## src/rtl/vvc_pkg.sv

```systemverilog
package vvc_pkg;
  localparam int unsigned RD_W     = 16;
  localparam int unsigned PORT_MAX = 4;
  localparam int unsigned MISS_BIT = 5;
  localparam int unsigned MEMB_BIT = 6;
  localparam int unsigned OVF_BIT  = 7;

  typedef enum logic [1:0] {
    CAUSE_NONE   = 2'd0,
    CAUSE_MISS   = 2'd1,
    CAUSE_MEMBER = 2'd2
  } cause_e;
endpackage

```

## src/rtl/vvc_classify.sv

```systemverilog
module vvc_classify
  import vvc_pkg::*;
(
  input  logic   valid_i,
  input  logic   hit_i,
  input  logic   member_i,
  output cause_e cause_o
);
  always_comb begin
    if (!valid_i)       cause_o = CAUSE_NONE;
    else if (!hit_i)    cause_o = CAUSE_MISS;   // miss wins over member
    else if (!member_i) cause_o = CAUSE_MEMBER;
    else                cause_o = CAUSE_NONE;
  end
endmodule

```

## src/rtl/vvc_capture.sv

```systemverilog
module vvc_capture
  import vvc_pkg::*;
#(
  parameter int unsigned PORT_W = 4,
  parameter int unsigned VID_W  = 12
) (
  input  logic              clk_i,
  input  logic              rst_ni,
  input  cause_e            cause_i,
  input  logic [VID_W-1:0]  vid_i,
  input  logic [PORT_W-1:0] port_i,
  input  logic              clr_i,
  output logic              pend_o,
  output cause_e            cause_o,
  output logic [VID_W-1:0]  vid_o,
  output logic [PORT_W-1:0] port_o,
  output logic              ovf_o
);
  logic              pend_q, ovf_q;
  cause_e            cause_q;
  logic [VID_W-1:0]  vid_q;
  logic [PORT_W-1:0] port_q;
  logic              viol, take;

  assign viol = (cause_i != CAUSE_NONE);
  // slot is free if empty or being emptied this cycle
  assign take = viol && (!pend_q || clr_i);

  always_ff @(posedge clk_i or negedge rst_ni) begin
    if (!rst_ni) begin
      pend_q  <= 1'b0;
      cause_q <= CAUSE_NONE;
      vid_q   <= '0;
      port_q  <= '0;
    end else if (take) begin
      pend_q  <= 1'b1;
      cause_q <= cause_i;
      vid_q   <= vid_i;
      port_q  <= port_i;
    end else if (clr_i) begin
      pend_q  <= 1'b0;
    end
  end

  always_ff @(posedge clk_i or negedge rst_ni) begin
    if (!rst_ni)                ovf_q <= 1'b0;
    else if (clr_i)             ovf_q <= 1'b0;
    else if (viol && pend_q)    ovf_q <= 1'b1;
  end

  assign pend_o  = pend_q;
  assign cause_o = cause_q;
  assign vid_o   = vid_q;
  assign port_o  = port_q;
  assign ovf_o   = ovf_q;

  assert_record_hold_R7: assert property (@(posedge clk_i) disable iff (!rst_ni)
    pend_q && !clr_i |=> $stable(vid_q) && $stable(port_q) && $stable(cause_q));
  assert_drop_sets_ovf_R8: assert property (@(posedge clk_i) disable iff (!rst_ni)
    pend_q && !clr_i && viol |=> ovf_q);
  assert_pend_holds_R5: assert property (@(posedge clk_i) disable iff (!rst_ni)
    pend_q && !clr_i |=> pend_q);
  assert_clear_empties_R6: assert property (@(posedge clk_i) disable iff (!rst_ni)
    clr_i && !viol |=> !pend_q && !ovf_q);
  assert_collide_no_ovf_R10: assert property (@(posedge clk_i) disable iff (!rst_ni)
    clr_i && viol |=> pend_q && !ovf_q);
endmodule

```

## src/rtl/vvc_readout.sv

```systemverilog
module vvc_readout
  import vvc_pkg::*;
#(
  parameter int unsigned PORT_W = 4,
  parameter int unsigned VID_W  = 12
) (
  input  logic              clk_i,
  input  logic              rst_ni,
  input  logic              clr_i,
  input  logic              pend_i,
  input  cause_e            cause_i,
  input  logic [VID_W-1:0]  vid_i,
  input  logic [PORT_W-1:0] port_i,
  input  logic              ovf_i,
  output logic [RD_W-1:0]   word_o,
  output logic [VID_W-1:0]  vid_o
);
  logic [RD_W-1:0]  word_d, word_q;
  logic [VID_W-1:0] vid_q;

  always_comb begin
    word_d = '0;
    if (pend_i) begin
      word_d[PORT_W-1:0] = port_i;
      word_d[MISS_BIT]   = (cause_i == CAUSE_MISS);
      word_d[MEMB_BIT]   = (cause_i == CAUSE_MEMBER);
      word_d[OVF_BIT]    = ovf_i;
    end
  end

  always_ff @(posedge clk_i or negedge rst_ni) begin
    if (!rst_ni) begin
      word_q <= '0;
      vid_q  <= '0;
    end else if (clr_i) begin
      word_q <= word_d;
      vid_q  <= pend_i ? vid_i : '0;
    end
  end

  assign word_o = word_q;
  assign vid_o  = vid_q;

  assert_empty_clear_R9: assert property (@(posedge clk_i) disable iff (!rst_ni)
    clr_i && !pend_i |=> word_q == '0 && vid_q == '0);
  assert_rsvd_zero_R11: assert property (@(posedge clk_i) disable iff (!rst_ni)
    word_q[RD_W-1:OVF_BIT+1] == '0 && !word_q[4]);
  assert_cause_onehot_R2: assert property (@(posedge clk_i) disable iff (!rst_ni)
    $onehot0({word_q[MISS_BIT], word_q[MEMB_BIT]}));
  assert_rd_hold_R6: assert property (@(posedge clk_i) disable iff (!rst_ni)
    !clr_i |=> $stable(word_q) && $stable(vid_q));
endmodule

```

## src/rtl/vlan_viol_capture.sv

```systemverilog
module vlan_viol_capture
  import vvc_pkg::*;
#(
  parameter int unsigned PORT_W = 4,
  parameter int unsigned VID_W  = 12
) (
  input  logic              clk_i,
  input  logic              rst_ni,
  input  logic              lkp_valid_i,
  input  logic [PORT_W-1:0] lkp_port_i,
  input  logic [VID_W-1:0]  lkp_vid_i,
  input  logic              lkp_hit_i,
  input  logic              lkp_member_i,
  input  logic              clr_i,
  output logic [15:0]       rd_word_o,
  output logic [VID_W-1:0]  rd_vid_o,
  output logic              irq_o
);
  cause_e            cls_cause, rec_cause;
  logic              rec_pend, rec_ovf;
  logic [VID_W-1:0]  rec_vid;
  logic [PORT_W-1:0] rec_port;

  initial begin
    assert_port_fits_R11: assert (PORT_W >= 1 && PORT_W <= PORT_MAX);
  end

  vvc_classify u_cls (
    .valid_i  (lkp_valid_i),
    .hit_i    (lkp_hit_i),
    .member_i (lkp_member_i),
    .cause_o  (cls_cause)
  );

  vvc_capture #(.PORT_W(PORT_W), .VID_W(VID_W)) u_cap (
    .clk_i   (clk_i),
    .rst_ni  (rst_ni),
    .cause_i (cls_cause),
    .vid_i   (lkp_vid_i),
    .port_i  (lkp_port_i),
    .clr_i   (clr_i),
    .pend_o  (rec_pend),
    .cause_o (rec_cause),
    .vid_o   (rec_vid),
    .port_o  (rec_port),
    .ovf_o   (rec_ovf)
  );

  vvc_readout #(.PORT_W(PORT_W), .VID_W(VID_W)) u_rd (
    .clk_i   (clk_i),
    .rst_ni  (rst_ni),
    .clr_i   (clr_i),
    .pend_i  (rec_pend),
    .cause_i (rec_cause),
    .vid_i   (rec_vid),
    .port_i  (rec_port),
    .ovf_i   (rec_ovf),
    .word_o  (rd_word_o),
    .vid_o   (rd_vid_o)
  );

  assign irq_o = rec_pend;

  assert_irq_rise_R5: assert property (@(posedge clk_i) disable iff (!rst_ni)
    lkp_valid_i && !lkp_hit_i |=> irq_o);
  assert_irq_fall_R6: assert property (@(posedge clk_i) disable iff (!rst_ni)
    clr_i && !(lkp_valid_i && !(lkp_hit_i && lkp_member_i)) |=> !irq_o);
  assert_quiet_R4: assert property (@(posedge clk_i) disable iff (!rst_ni)
    !irq_o && !(lkp_valid_i && !(lkp_hit_i && lkp_member_i)) |=> !irq_o);
endmodule

```

## config.mk

```make
export PLATFORM = sky130hd
export DESIGN_NAME = vlan_viol_capture
export DESIGN_NICKNAME = d
export VERILOG_FILES = /design/src/rtl/vvc_pkg.sv /design/src/rtl/vvc_classify.sv /design/src/rtl/vvc_capture.sv /design/src/rtl/vvc_readout.sv /design/src/rtl/vlan_viol_capture.sv
export SDC_FILE = /design/constraint.sdc
export NUM_CORES = 1
export LEC_CHECK = 0
export BUFFER_PORTS_ARGS = -buffer_cell sky130_fd_sc_hd__buf_2
export CAP_MARGIN = 20
export CORE_MARGIN = 2
export CORE_UTILIZATION = 45
export DETAILED_ROUTE_END_ITERATION = 10
export MAX_ROUTING_LAYER = met4
export PLACE_DENSITY = 0.72
export SLEW_MARGIN = 10
export SYNTH_ARGS = -nofsm -noshare
export SYNTH_HDL_FRONTEND = slang
export SYNTH_SLANG_ARGS = --single-unit
```

## constraint.sdc

```tcl
create_clock -name clk_i -period 2.15 [get_ports clk_i]
set_clock_uncertainty 0.05 [all_clocks]
set_input_delay 0.3225 -clock clk_i [delete_from_list [all_inputs] [get_ports clk_i]]
set_output_delay 0.3225 -clock clk_i [all_outputs]
set_load 0.01 [all_outputs]
```

==> metrics.md <==
| Metric | Value |
|---|---|
| Post-CTS repair timing setup buffer count | 0 |
| Dominant cells by area after synthesis | dfrtp_1 (59%), mux2_4 (9.1%), nand3_1 (5.2%) |
| Detailed Route WL | ~3000 um |
| DP HPWL | 2120 um |
| Setup-failing EPs final | 0 |
| Clock sinks | 39 |
| Fmax | between 0.6 and 0.7 GHz |
| CP max-delay cell | dfrtp_1 |
| Yosys Warn Count | 0 |
| First-pass GRT wire length | approximately 5300 um |
| Overall Power | about 0.0017 W |
| Tightest Hold Check Type | primary input to asynchronous set/reset pin |
| Vias in the first global route | 1161 |
| H-tree depth | 2 |
| Hold_ws | 60.1 ps |
| Asr flop ratio synth | 1.00 |
| CTS tree | done |
| Nets | 205 |
| Clock transition at the registers of the reported paths | approximately 80 ps |
| Pwr dens | 874 mW/mm^2 |
| Maximum fanout along the worst path | 20 |
| Final slew viol count | 0 |
| Yosys cell types | 20 |
| Post-synth EDFFs | 0 |
| Initial antenna violation count | 0 |
| Critical path endpoint category | primary output |
| # DRC | 0 |
| Slew margin rel. | 0.456 |
| Num CTS Buffers | 5 |
| Synth-to-layout area growth | 17.7% |
| Total GRT Usage | 0.174 |
| Largest net degree at the start of global routing | 40 |
| DRT Pass-1 Iters | 4 |
| Status | finished, final reports clean |
| CP Launch Type | flop |
| Commonest cells post-synth | dfrtp_1 (39), inv_1 (21), nand3_1 (17), o21ai_0 (17), mux2_4 (10) |
| Synth Flop Type | dfrtp_1 |
| Setup slack, reg-to-reg | about 830 ps |
| DIE WIDTH | roughly 65 um |
| Mapped cell area | ~0.0017 mm^2 |
| Die area | 0.00417 mm^2 |
| WS Path Type | flop to primary output |
| Die H | between 60 and 70 um |
| Mean Syn Cell Area | around 12 um^2 |
| Fin crit share | 0.677 |
| Worst-skew pair later-pin latency | roughly 300 ps |
| Cell accounting for the most synthesized area | dfrtp_1 |
| Crit-path max cell delay | around 360 ps |
| Final ANT Viol Nets | 0 |
| CP required | between 1500 and 2000 ps |
| Initial Util | 0.458 |
| Sum Neg Setup Slack | 0 ps |
| RSZ-0062 raised after global routing | false |
| CP Cell Sequence | buf_4, buf_2 |
| Inst Count DP | about 220 |
| Yosys top cell area share | 0.591 |
| VDD IR-drop max | 0.464 mV |
| CTS resizes | 0 |
| Cell area after layout | roughly 0.002 mm^2 |
| Dpl cell area | about 0.0019 mm^2 |
| Diodes inserted | 0 |
| Root buffer cell | clkbuf_8 |
| CTS Hold Bufs | 0 |
| Post-synthesis sequential area ratio | 0.591 |
| Total number of vias | about 1100 |
| CORE AREA | roughly 0.0036 mm^2 |
| I/O Pins | 51 |
| IO buf count | ~40 |
| Longest Clk Path Bufs | 2 |
| Yosys reg bits | 39 |
| Initial drt markers | 37 |
| Vias/cell | ~4.7 |
| Fin. Hold Viols | 0 |
| CP top delay family | buffers and inverters |
| Per-cell routed wire length | 12.9 um |
| Crit path time final | about 1500 ps |
| Layout cell share with drive strength beyond 1 | 0.375 |
| Worst-margin pin slew | around 820 ps |
| Most common cell in the netlist | dfrtp_1 |
| Syn Inst Count | 141 |
| Num rows | 22 |
| Arr. time, crit path | about 1100 ps |
| Max-Cap Viols | 0 |
| Fin cells | between 200 and 250 |
| Leakage | approximately 0.99 nW |
| Worst path buffer plus inverter count | 2 |
| Grt total ovfl | 0 |
| RD Place Congestion | roughly 0.75 |
[path summary, 6_finish.rpt]
check	to	cells past startpoint	start
min in group clk_i	u_cap.cause_o[0]	2	lkp_hit_i
min reg2reg	u_rd.word_o[5]	1	u_cap.cause_o[1]
max reg2reg	u_cap.vid_o[7]	3	u_cap.pend_o
max in group asynchronous	u_rd.vid_o[8]	1	rst_ni
max	irq_o	2	u_cap.pend_o
min	u_rd.word_o[6]	1	rst_ni
[kinds of logic (layout without fill, tap and decap cells)]
logic type / after synthesis / after routing / share of synthesized area
multiplexers: 16 / 16 / 0.132
AND/OR/NAND/NOR: 26 / 26 / 0.0857
other: 1 / 9 / 0.00227
flip-flops: 39 / 39 / 0.591
buffers and inverters: 37 / 72 / 0.112
AO/OA/AOI/OAI: 22 / 22 / 0.0766
[flip-flops by register name, summed over array words and instances, names as in the netlist]
register	count
u_rd.vid_o	12
u_cap.port_o	4
u_cap.ovf_o	1
u_rd.word_o	7
u_cap.pend_o	1
u_cap.cause_o	2
u_cap.vid_o	12
[metal layers]
layer  vias to the layer above  wire length (um)  GRT usage
li1                        527                 -          -
met1                       522              1350      0.212
met2                        41              1440      0.273
met3                         3               176     0.0538
met4                         0                38     0.0638
met5                         -                 0          -
[layout by cell type (no fill, tap or decap)]
cell,count
o32ai_1,2
buf_4,2
nand2_1,5
o21ai_0,17
nand2b_2,1
nand3_1,17
nor2_1,1
inv_1,21
o2bb2ai_1,1
a2bb2oi_1,1
a31oi_1,1
dfrtp_1,39
mux2_2,6
clkinvlp_4,2
nand3_4,1
clkbuf_8,5
mux2_4,10
buf_2,41
clkinv_2,1
nand3b_1,1
conb_1,9
[report_power, final]
group	total [W]	internal (W)	switching, W
registers	0.000908	0.000845	0.0000630
clock network	0.000485	0.000225	0.000260
logic	0.000305	0.000150	0.000155
[through the flow]
| step | util | setup WS [ps] |
|---|---|---|
| 2_1_floorplan | - | 852 |
| 3_3_place_gp | 0.514 | 710 |
| 3_5_place_dp | 0.514 | 675 |
| 4_1_cts | 0.539 | 679 |
| 5_1_grt | 0.539 | 622 |
| 6_report | 0.539 | 695 |
[final cells by class]
class                      instances  area (um^2)
fill                             323         1660
sequential                        39          976
multi-input combinational         73          519
timing repair buffer              43          220
inverter                          21         78.8
clock buffer                       5         68.8
tap                               48         60.1
clock inverter                     3         20.0
(Power assumes the default switching activity.)
